$ cat config.mk
export PLATFORM = sky130hd
export DESIGN_NAME = flag_host_port
export DESIGN_NICKNAME = d
export VERILOG_FILES = /design/src/rtl/flag_port_pkg.sv /design/src/rtl/port_turn_ctrl.sv /design/src/rtl/flag_store.sv /design/src/rtl/flag_read_mux.sv /design/src/rtl/flag_host_port.sv
export SDC_FILE = /design/constraint.sdc
export NUM_CORES = 1
export LEC_CHECK = 0
export ABC_CLOCK_PERIOD_IN_PS = 2600
export BUFFER_PORTS_ARGS = -buffer_cell sky130_fd_sc_hd__buf_2
export CORE_MARGIN = 2
export CORE_UTILIZATION = 45
export CTS_CLUSTER_SIZE = 16
export DETAILED_ROUTE_END_ITERATION = 8
export PLACE_DENSITY_LB_ADDON = 0.05
export SETUP_SLACK_MARGIN = 0.5
export SYNTH_ARGS = -nofsm -noshare
export SYNTH_HDL_FRONTEND = slang
export SYNTH_SLANG_ARGS = --single-unit
$ cat constraint.sdc
create_clock -name clk -period 2.6 [get_ports clk]
set_input_delay 0.26 -clock clk [delete_from_list [all_inputs] [get_ports clk]]
set_output_delay 0.26 -clock clk [all_outputs]
set_load 0.02 [all_outputs]
$ cat src/rtl/flag_port_pkg.sv
package flag_port_pkg;
  localparam int FLAG_W  = 5;
  localparam int NUM_GRP = 3;
  localparam int SEL_W   = 2;
  localparam logic [SEL_W-1:0] CTRL_SEL = SEL_W'(NUM_GRP);
  typedef logic [FLAG_W-1:0] flag_grp_t;
  typedef flag_grp_t [NUM_GRP-1:0] flag_bank_t;
endpackage

$ cat src/rtl/port_turn_ctrl.sv
module port_turn_ctrl
  import flag_port_pkg::*;
(
  input  logic      clk,
  input  logic      rst_n,
  input  logic      dir_rd,
  input  flag_grp_t rd_word,
  output logic      wr_en,
  output logic      bus_oe,
  output flag_grp_t bus_out
);
  logic      dir_q, dir_d;
  logic      oe_q, oe_d;
  flag_grp_t rd_q, rd_d;

  always_comb begin
    wr_en = !dir_rd && !dir_q;
    dir_d = dir_rd;
    oe_d  = dir_rd;
    rd_d  = rd_q;
    if (dir_rd) rd_d = rd_word;
  end

  always_ff @(posedge clk or negedge rst_n) begin
    if (!rst_n) begin
      dir_q <= 1'b1;
      oe_q  <= 1'b0;
      rd_q  <= '0;
    end else begin
      dir_q <= dir_d;
      oe_q  <= oe_d;
      rd_q  <= rd_d;
    end
  end

  assign bus_oe  = oe_q;
  assign bus_out = rd_q;
endmodule

$ cat src/rtl/flag_store.sv
module flag_store
  import flag_port_pkg::*;
(
  input  logic             clk,
  input  logic             rst_n,
  input  logic             wr_en,
  input  logic [SEL_W-1:0] wr_sel,
  input  flag_grp_t        wr_data,
  input  logic             ld,
  input  flag_bank_t       ld_flags,
  input  logic             ld_apv,
  input  logic             ld_ffv,
  input  logic             ld_cks,
  input  logic             ld_st,
  output flag_bank_t       inc_flags,
  output flag_bank_t       out_flags,
  output logic             apv,
  output logic             ffv,
  output logic             cks,
  output logic             st,
  output logic             ctl
);
  for (genvar g = 0; g < NUM_GRP; g++) begin : g_grp
    flag_grp_t inc_q, inc_d, out_q, out_d;
    always_comb begin
      inc_d = inc_q;
      out_d = out_q;
      if (ld) begin
        inc_d = ld_flags[g];
        out_d = ld_flags[g];
      end
      if (wr_en && (wr_sel == SEL_W'(g))) out_d = wr_data;
    end
    always_ff @(posedge clk or negedge rst_n) begin
      if (!rst_n) begin
        inc_q <= '0;
        out_q <= '0;
      end else begin
        inc_q <= inc_d;
        out_q <= out_d;
      end
    end
    assign inc_flags[g] = inc_q;
    assign out_flags[g] = out_q;
  end

  logic apv_q, ffv_q, cks_q, st_q, ctl_q;
  logic apv_d, ffv_d, cks_d, st_d, ctl_d;
  logic ctrl_wr;

  always_comb begin
    ctrl_wr = wr_en && (wr_sel == CTRL_SEL);
    apv_d = apv_q;
    ffv_d = ffv_q;
    cks_d = cks_q;
    st_d  = st_q;
    ctl_d = ctl_q;
    if (ld) begin
      apv_d = ld_apv;
      ffv_d = ld_ffv;
      cks_d = ld_cks;
      st_d  = ld_st;
    end
    if (ctrl_wr) begin
      ctl_d = wr_data[4];
      apv_d = wr_data[3];
      ffv_d = wr_data[2];
    end
  end

  always_ff @(posedge clk or negedge rst_n) begin
    if (!rst_n) begin
      apv_q <= 1'b0;
      ffv_q <= 1'b0;
      cks_q <= 1'b0;
      st_q  <= 1'b0;
      ctl_q <= 1'b0;
    end else begin
      apv_q <= apv_d;
      ffv_q <= ffv_d;
      cks_q <= cks_d;
      st_q  <= st_d;
      ctl_q <= ctl_d;
    end
  end

  assign apv = apv_q;
  assign ffv = ffv_q;
  assign cks = cks_q;
  assign st  = st_q;
  assign ctl = ctl_q;
endmodule

$ cat src/rtl/flag_read_mux.sv
module flag_read_mux
  import flag_port_pkg::*;
(
  input  logic [SEL_W-1:0] sel,
  input  logic             ctl,
  input  flag_bank_t       inc_flags,
  input  flag_bank_t       out_flags,
  input  logic             apv,
  input  logic             ffv,
  input  logic             cks,
  input  logic             st,
  output flag_grp_t        rd_word
);
  always_comb begin
    rd_word = {(cks && !ctl), apv, ffv, st, 1'b0};
    for (int g = 0; g < NUM_GRP; g++) begin
      if (sel == SEL_W'(g)) rd_word = ctl ? inc_flags[g] : out_flags[g];
    end
  end
endmodule

$ cat src/rtl/flag_host_port.sv
module flag_host_port
  import flag_port_pkg::*;
(
  input  logic             clk,
  input  logic             rst_n,
  input  logic             dir_rd,
  input  logic [SEL_W-1:0] grp_sel,
  input  logic [4:0]       bus_in,
  output logic [4:0]       bus_out,
  output logic             bus_oe,
  input  logic             chk_load,
  input  logic [4:0]       chk_ff,
  input  logic [4:0]       chk_ap,
  input  logic [4:0]       chk_anc,
  input  logic             chk_apv,
  input  logic             chk_ffv,
  input  logic             chk_cks,
  input  logic             chk_status
);
  flag_bank_t ld_flags, inc_flags, out_flags;
  flag_grp_t  rd_word;
  logic       wr_en, apv_q, ffv_q, cks_q, st_q, ctl_q;

  assign ld_flags[0] = chk_ff;
  assign ld_flags[1] = chk_ap;
  assign ld_flags[2] = chk_anc;

  port_turn_ctrl u_turn (
    .clk(clk), .rst_n(rst_n), .dir_rd(dir_rd), .rd_word(rd_word),
    .wr_en(wr_en), .bus_oe(bus_oe), .bus_out(bus_out)
  );

  flag_store u_store (
    .clk(clk), .rst_n(rst_n), .wr_en(wr_en), .wr_sel(grp_sel),
    .wr_data(bus_in), .ld(chk_load), .ld_flags(ld_flags),
    .ld_apv(chk_apv), .ld_ffv(chk_ffv), .ld_cks(chk_cks),
    .ld_st(chk_status), .inc_flags(inc_flags), .out_flags(out_flags),
    .apv(apv_q), .ffv(ffv_q), .cks(cks_q), .st(st_q), .ctl(ctl_q)
  );

  flag_read_mux u_mux (
    .sel(grp_sel), .ctl(ctl_q), .inc_flags(inc_flags),
    .out_flags(out_flags), .apv(apv_q), .ffv(ffv_q), .cks(cks_q),
    .st(st_q), .rd_word(rd_word)
  );
endmodule

==> results of run 1 <==
## power breakdown
group	switching [mW]	internal, mW
clock network	0.228	0.283
logic	0.132	0.148
registers	0.0640	0.730
total	0.424	1.16
## path summary, 6_finish.rpt
check | slack (ns) | endpoint | from | cells past startpoint
max | 0.82 | u_turn.bus_out[0] | u_store.ctl | 3
min | 0.09 | u_store.g_grp[1].inc_q[1] | rst_n | 1
max reg2reg | 0.82 | u_turn.bus_out[0] | u_store.ctl | 3
min reg2reg | 0.51 | u_store.g_grp[1].inc_q[0] | u_store.g_grp[1].inc_q[0] | 1
max in group asynchronous | 1.92 | u_store.g_grp[2].out_q[4] | rst_n | 1
min in group clk | 0.19 | u_store.st | chk_status | 2
## cell families (layout without fill, tap and decap cells)
kind of cell	count (synthesis)	count (layout)	share of synthesized area, %
muxes	47	47	25.61
AOI/OAI and AO/OA	33	33	9.490
and+or+nand+nor	32	32	10.22
DFF	42	42	51.16
buffers and inverters	12	45	3.528
## synthesized netlist by cell type (all sizes together)
cell     n  share of area, %
nand2   19               3.5
o211ai   1              0.37
clkbuf   2              0.43
mux2i   17               8.3
dfstp    1               1.3
a21oi    4              0.97
o22ai    4               1.2
a41oi    1              0.43
mux2    29                16
and4bb   1              0.61
a31oi    1              0.30
a22oi    1              0.37
a222oi   3               1.5
mux4     1               1.1
and4b    1              0.49
and2b    1              0.37
nand2b   4               1.2
nand3b   1              0.37
buf      8               2.7
o21ai   18               4.4
dfrtp   41                50
nor4     1               1.0
nor2     2              0.37
nor4b    2               2.3
inv      2              0.37
## worst max-delay path, cell delays in order (launching register included)
cell,delay [ns]
dfrtp_1,0.77
mux4_2,0.58
a22oi_1,0.21
a21oi_1,0.10
## area by class of cell
cell class | count | share of cell area, %
clock inverters | 3 | 1.710
flip-flops and latches | 42 | 44.95
repair buffers | 35 | 7.483
clock buffers | 5 | 2.940
multi-input cells | 112 | 39.82
well taps | 52 | 2.779
inverters | 2 | 0.3207
## routing by layer
metal,part of all wire (%),vias to the layer above
li1,-,675
met1,44,705
met2,50,46
met3,5.3,4
met4,0.75,0
met5,0,-
## through the flow
step	instances	util [%]	setup WS [ns]	hold WS (ns)
3_5_place_dp	243	50.91	0.8330	0.4557
4_1_cts	251	53.40	0.8244	0.1289
3_3_place_gp	243	50.91	0.8900	0.4335
2_1_floorplan	166	-	1.250	-0.03559
5_1_grt	251	53.40	0.7146	0.1738
6_report	251	53.40	0.8203	0.09126
## flip-flops by register name, summed over array words and instances, names as in the netlist
signal               count
u_turn.dir_q             1
u_store.st               1
u_store.cks              1
u_turn.bus_oe            1
u_store.ctl              1
u_turn.bus_out           5
u_store.ffv              1
u_store.apv              1
u_store.g_grp.inc_q     15
u_store.g_grp.out_q     15
==> metrics.txt, run 1 <==
Peak VDD IR roughly 0.37 mV; clock latency on the worst-skew pair 0.30 ns; first-pass GRT wire length about 7.3 mm; clk slew on worst S/H paths 0.09 ns; syn nets roughly 200; largest net degree at the start of global routing 43; # diodes 0; met3 Use GR under 10%; Placer Congestion 0.8368; setup TNS 0 ns; LEAKAGE between 1 and 1.5 nW; num ports 36; Slew Viols, Final 0; H-tree levels 2; Initial Utilization between 40% and 50%; first drt pass iteration count 6; post-cts hold buffer count 0; CTS root buf clkbuf_8; Hold Path Class in -> async; GRT overflow 0; Area Overhead vs Synth 13.81%; commonest non-fill, non-tap cell in the layout dfrtp_1; Fin. Hold Viols 0; Period minus WS final ~1.8 ns; Routed WL 4.560 mm; share of cells above drive strength 1 between 30% and 40%; vias in the first global route between 1000 and 1500; Via Count 1430; fmax about 0.56 GHz; final worst path period share 68.45%; core footprint 4384 µm²; initial drt markers 60; Total GRT Usage 18.87%; Worst Path Arrival 1.95 ns; area of the multi-input gates 932.1 µm²; fillers just over 400; skew final 0.009818 ns; Crit. End Element flip-flop; area of placed instances 2232 µm²; Worst-Margin Slew 0.9307 ns; Die H about 72 µm; total design power 1.585 mW; clock buffer depth 2; Final Cell Area around 2300 µm²; Avg Cell Area, Syn approximately 12 µm²; Slew HR 37.95%; cts repair resizes 0; routing usage on met2 about a third; Max Cap Viol 0; Die W 71.61 µm; Synth Warn # 0; crit start category flip-flop; total CTS buffers 5; status finished clean; residual DRC count 0; TritonCTS clock tree built; register area roughly 1100 µm²; Final ANT Viol Nets 0; die area around 5100 µm²; critical path type reg -> reg; FP Rows 24; CTS sink cnt 42; most frequent cells in the layout dfrtp_1 (41), buf_2 (35), mux2_2 (27); Cell variety after synth 29; initial antenna violation count 0; Synth Instances roughly 170; input/output buffers 35; WL per Instance 18.17 µm; RSZ-0062 raised after global routing no; Mapped Area 2057 µm²; global-route met1 utilization between 20% and 30%; vias per std cell 5.697; sequential-to-total area share from yosys stat 51.16%; worst-path fanout max 15; final setup vio count 0; layout net count 228; power density over the cells a little under 700 nW/µm²; dpl hpwl 3.181 mm; FF+latch count, synth 42; setup bufs post-CTS 0; WP data required approximately 2.8 ns; grt peak-use layer met2
Power figures use the tool's default switching activity.
==> run 2, diff against run 1 <==
Settings changed: ABC_AREA set to 1, ABC_CLOCK_PERIOD_IN_PS 2600 to 1800.
Clock period 2.6 ns to 1.8 ns, I/O delays scaled along.
==> run 2 against run 1 <==
Via count is 25% higher. Sequential share of layout area fell by 0.80 points. Final cell count grew 39%. Clock-buffer cell count increased by 3. Sequential power up 39%. Total power rose by 41%. Synthesized area down 0.61%. First-iteration DRC count increased by 58%. Routed wire length increased by 8.7%.
==> metrics.txt, run 2 <==
WL per Instance 14.20 µm; share of cells above drive strength 1 20.20%; status finished clean; dpl hpwl 3.648 mm; input/output buffers 35; Worst-Margin Slew 0.5401 ns; Peak VDD IR 0.4700 mV; clk slew on worst S/H paths 0.08 ns; first drt pass iteration count 4; Synth Warn # 0; Period minus WS final 1.202 ns; Final Cell Area approximately 2400 µm²; worst-path fanout max 14; Worst Path Arrival 1.38 ns; Mapped Area between 2000 and 2500 µm²; Synth Instances between 200 and 300; Net Switching 0.6460 mW; clock power share between 30% and 40%; FP Rows 24; total design power about 2.2 mW; die area about 5100 µm²; crit start category flip-flop; Post-synth EDFFs 0; Async SR Flop Fraction 100.0%; Synth top area share about 50%; worst slack, placed 0.4007 ns; LEAKAGE 1.278 nW; P_int 1.584 mW; RSZ-0062 raised after global routing no; num ports 36; layout net count 326; switching share of power 28.96%; skew final 0.002728 ns; Slew Viols, Final 0; Crit. End Element flip-flop; fin cells between 300 and 400; first-pass GRT wire length roughly 8.6 mm; Final ANT Viol Nets 0; residual DRC count 0; largest cells by area after synthesis dfrtp_1 (50%), nand2_1 (17%), nand3_1 (6.4%), o21ai_0 (6.4%), inv_1 (3.7%); Avg Cell Area, Syn 7.863 µm²; Die H 71.41 µm; Via Count approximately 1800; Area Overhead vs Synth 16.71%; Initial Utilization 46.95%; final worst path period share 66.77%; Slew HR ~64%; Hold Path Class in -> reg; Placer Congestion ~0.8; WP data required 1.98 ns; power density over the cells 934.8 nW/µm²; clock latency on the worst-skew pair 0.29 ns; clock buffer depth 2; worst setup margin 0.5981 ns; area of placed instances ~2300 µm²; TritonCTS clock tree built; vias in the first global route between 1500 and 2000; total CTS buffers 5; Post-synth top cells nand2_1 (95), dfrtp_1 (41), nand3_1 (26), o21ai_0 (26), inv_1 (20); Comb pwr share 19.1%; WHS 0.08494 ns; Total GRT Usage 21.79%; fmax 0.8320 GHz; initial antenna violation count 0; area of the multi-input gates roughly 850 µm²; syn nets between 200 and 300; setup TNS 0 ns; vias per std cell 5.123; register area 1054 µm²; largest net degree at the start of global routing 28; Cell variety after synth 19; H-tree levels 2; Flop pwr share around 49%; FF+latch count, synth 42; CTS root buf clkbuf_8; Die W 71.41 µm; fillers 430; final setup vio count 0; commonest non-fill, non-tap cell in the layout nand2_1; Max Cap Viol 0; largest area contributor in the netlist dfrtp_1; Most used DFF post-synth dfrtp_1; most frequent cells in the layout nand2_1 (93), dfrtp_1 (40), buf_2 (35); core footprint approximately 4400 µm²; # diodes 0; initial drt markers 95; Final Util 54.80%; Routed WL between 4 and 5 mm; Fin. Hold Viols 0; dpl cells 340; GRT overflow 0; top-count cell post-synth nand2_1; sequential-to-total area share from yosys stat 51.47%; CTS sink cnt 42; critical path type reg -> reg
run 2: cell count changes after synthesis, moves of 10 or more:
cell     delta
nand2_1    +76
mux2_2     -27
nand3_1    +26
inv_1      +18
mux2i_1    -17
o21ai_1    +10
run 2: worst max-delay path: stages (launching register included):
cell and delay [ns]:
dfstp_2 0.57, nor2_4 0.06, nand2_2 0.20, nand2_1 0.08
o21ai_0 0.07, o21ai_0 0.10
run 2: cells by family after synthesis:
| kind of cell | share of synthesized area, % |
|---|---|
| AND/OR/NAND/NOR | 28.52 |
| buffers and inverters | 7.527 |
| AO/OA/AOI/OAI | 12.48 |
| flip-flops | 51.47 |
run 2: power groups by stage:
stage	clock, mW	combinational, mW	sequential, mW
floorplan	0	0.250	1.13
global placement	0	0.420	1.11
detailed placement	0	0.423	1.11
CTS	0.720	0.427	1.10
global route	0.751	0.496	1.11
finish	0.706	0.426	1.10
run 2: worst paths after layout:
check,startpoint,endpoint,slack (ns),depth (start not counted)
worst max-delay path,u_turn.dir_q,u_store.g_grp[0].out_q[1],0.60,5
worst min-delay path,chk_cks,u_store.cks,0.08,3
worst max register to register,u_turn.dir_q,u_store.g_grp[0].out_q[1],0.60,5
worst min register to register,u_store.g_grp[2].inc_q[1],u_store.g_grp[2].inc_q[1],0.48,2
max in group asynchronous,rst_n,u_turn.dir_q,0.77,3
min in group asynchronous,rst_n,u_store.g_grp[1].inc_q[1],0.39,2
run 2: layout make-up:
type | instances | area share [%]
inverters | 22 | 3.461
clock buffers | 8 | 4.615
well taps | 52 | 2.727
multi-input cells | 184 | 35.55
repair buffers | 41 | 9.491
flip-flops and latches | 42 | 44.15
run 2: what timing repair did:
action / 4_1_cts / 5_1_grt
setup endpoints to repair: 6 / 5
cloned: 0 / 0
setup buffers: 0 / 0
endpoints found under the hold margin: 21 / 0
hold buffers: 1 / 0
resized for setup: 2 / 4
run 2: metal layers:
layer  wire length [µm]  vias up  GRT usage, %  part of all wire, %
li1                   -      908             -                    -
met1               2260      834         29.11                   46
met2               2417       40         36.52                   49
met3                217        6         4.219                  4.4
met4                 61        0         5.660                  1.2
met5                  0        -             0                    0
==> run 3, diff against run 2 <==
Settings changed: ABC_CLOCK_PERIOD_IN_PS 1800 to 1000.
Clock period 1.8 ns to 1 ns, I/O delays scaled along.
==> run 3 against run 2 <==
Clock power increased by 50%. Clock skew increased by 0.0037 ns. The run now ends with negative hold slack, negative setup slack left. Largest power group unchanged. Critical path depth did not move.
==> metrics.txt, run 3 (synthesis gave the netlist of run 2 again) <==
final worst path period share 112.6%; vias per std cell roughly 5.1; global-route met1 utilization 27.79%; GRT overflow 0; largest net degree at the start of global routing 43; status complete, but fails checks; Via Count 1860; initial antenna violation count 0; violated checks negative hold slack, negative setup slack; Placer Congestion 0.8131; dpl hpwl 3.671 mm; worst setup path end u_store.g_grp[1].out_q[3]; most frequent cells in the layout nand2_1 (86), dfrtp_1 (35), buf_2 (29); fin cells between 300 and 400; num ports 36; first-pass GRT wire length 8.418 mm; clock buffer depth 2; FP Rows 24; core footprint between 4000 and 5000 µm²; first drt pass iteration count 4; residual DRC count 0; CP startpoint u_turn.dir_q; Critical R2R Launch u_turn.dir_q; die area around 5100 µm²; Crit. End Element flip-flop; vias in the first global route 1786; input/output buffers 35; final setup vio count 22; H-tree levels 2; area of placed instances 2380 µm²; Area Overhead vs Synth 29.44%; routing usage on met2 36.63%; Die W 71.41 µm; skew final about 0.0064 ns; met3 Use GR 4.360%; Worst Path Arrival 1.31 ns; area of the multi-input gates between 900 and 1000 µm²; Critical Path Max Stage Delay 0.56 ns; Final Util between 60 and 70%; layout net count 340; crit start category flip-flop; WP data required 1.18 ns; Hold Path Class in -> async; dpl cells 349; Routed WL 5.179 mm; Worst R2R Path Depth 5; Period minus WS final 1.126 ns; worst-path fanout max 13; Critical-path top delay cell dfstp_2; WL per Instance 14.27 µm; RSZ-0062 raised after global routing yes; WP buf/inv 0; WHS -0.2341 ns; flop2flop setup slack -0.13 ns; # diodes 0; CTS sink cnt 42; Fin. Hold Viols 42; critical path type reg -> reg; Crit. path cell count 5; Worst-Margin Slew about 0.25 ns; register area between 1000 and 1500 µm²; initial drt markers 79; power density over the cells 1542 nW/µm²; Die H roughly 71 µm; share of cells above drive strength 1 34.73%; commonest non-fill, non-tap cell in the layout nand2_1; clk slew on worst S/H paths ~0.080 ns; total design power 4.080 mW; crit path cell chain nor2_4 > nand2_4 > nand2_1 > o21ai_1 > o21ai_1; Peak VDD IR 0.7101 mV; LEAKAGE 1.384 nW; fmax 0.8881 GHz; total CTS buffers 5; grt peak-use layer met2; Max Cap Viol 0; Initial Utilization 46.95%; r2r endpoint u_store.g_grp[1].out_q[3]; Top delay family on crit path flip-flops; Total GRT Usage 21.68%; TritonCTS clock tree built; Final Cell Area 2646 µm²; Final ANT Viol Nets 0; setup TNS -2.014 ns; worst slack, placed -0.1717 ns; cell mode on critical path o21ai_1; CTS root buf clkbuf_8; Slew HR 83.62%; clock latency on the worst-skew pair 0.30 ns; Slew Viols, Final 0; worst setup margin -0.1260 ns; fillers around 420
## run 3: changes by cell type in the layout (fill, tap and decap cells not counted), moves of 7 or more
| cell | delta |
|---|---|
| o21ai_0 | -22 |
| o21ai_1 | +16 |
| buf_4 | +11 |
| inv_1 | -10 |
| inv_2 | +9 |
| nand2_1 | -7 |
## run 3: how the worst min path moves through the flow
stage	startpoint	endpoint	slack [ns]	cells past startpoint
after CTS	rst_n	u_store.g_grp[1].out_q[3]	-0.23	2
after detailed placement	rst_n	u_store.g_grp[1].inc_q[3]	0.09	2
after floorplan	rst_n	u_store.apv	-0.20	0
after global placement	rst_n	u_store.g_grp[1].inc_q[3]	0.09	2
final	rst_n	u_store.g_grp[1].inc_q[3]	-0.23	2
after global routing	rst_n	u_store.g_grp[1].out_q[3]	-0.20	2
## run 3: power by group
part	switching (mW)	internal, mW
Clock	0.566	0.497
Combinational	0.558	0.452
Sequential	0.118	1.89
Total	1.24	2.84
## run 3: final cells by class
class | count | share of cell area (%)
sequential | 42 | 40.05
multi-input combinational | 184 | 35.32
timing repair buffer | 55 | 15.93
inverter | 22 | 3.215
clock buffer | 8 | 3.026
tap | 52 | 2.459
## run 3: routing by layer
layer  wire, µm  up-vias
li1           -      945
met1       2315      867
met2       2574       39
met3        205        9
met4         83        0
met5          0        -
## run 3: repair_timing
| action | CTS | global route |
|---|---|---|
| endpoints found under the hold margin | 43 | 41 |
| setup buffers | 3 | 2 |
| setup endpoints to repair | 46 | 46 |
| pin swaps | 1 | 2 |
| cloned | 0 | 1 |
| resized for setup | 33 | 15 |
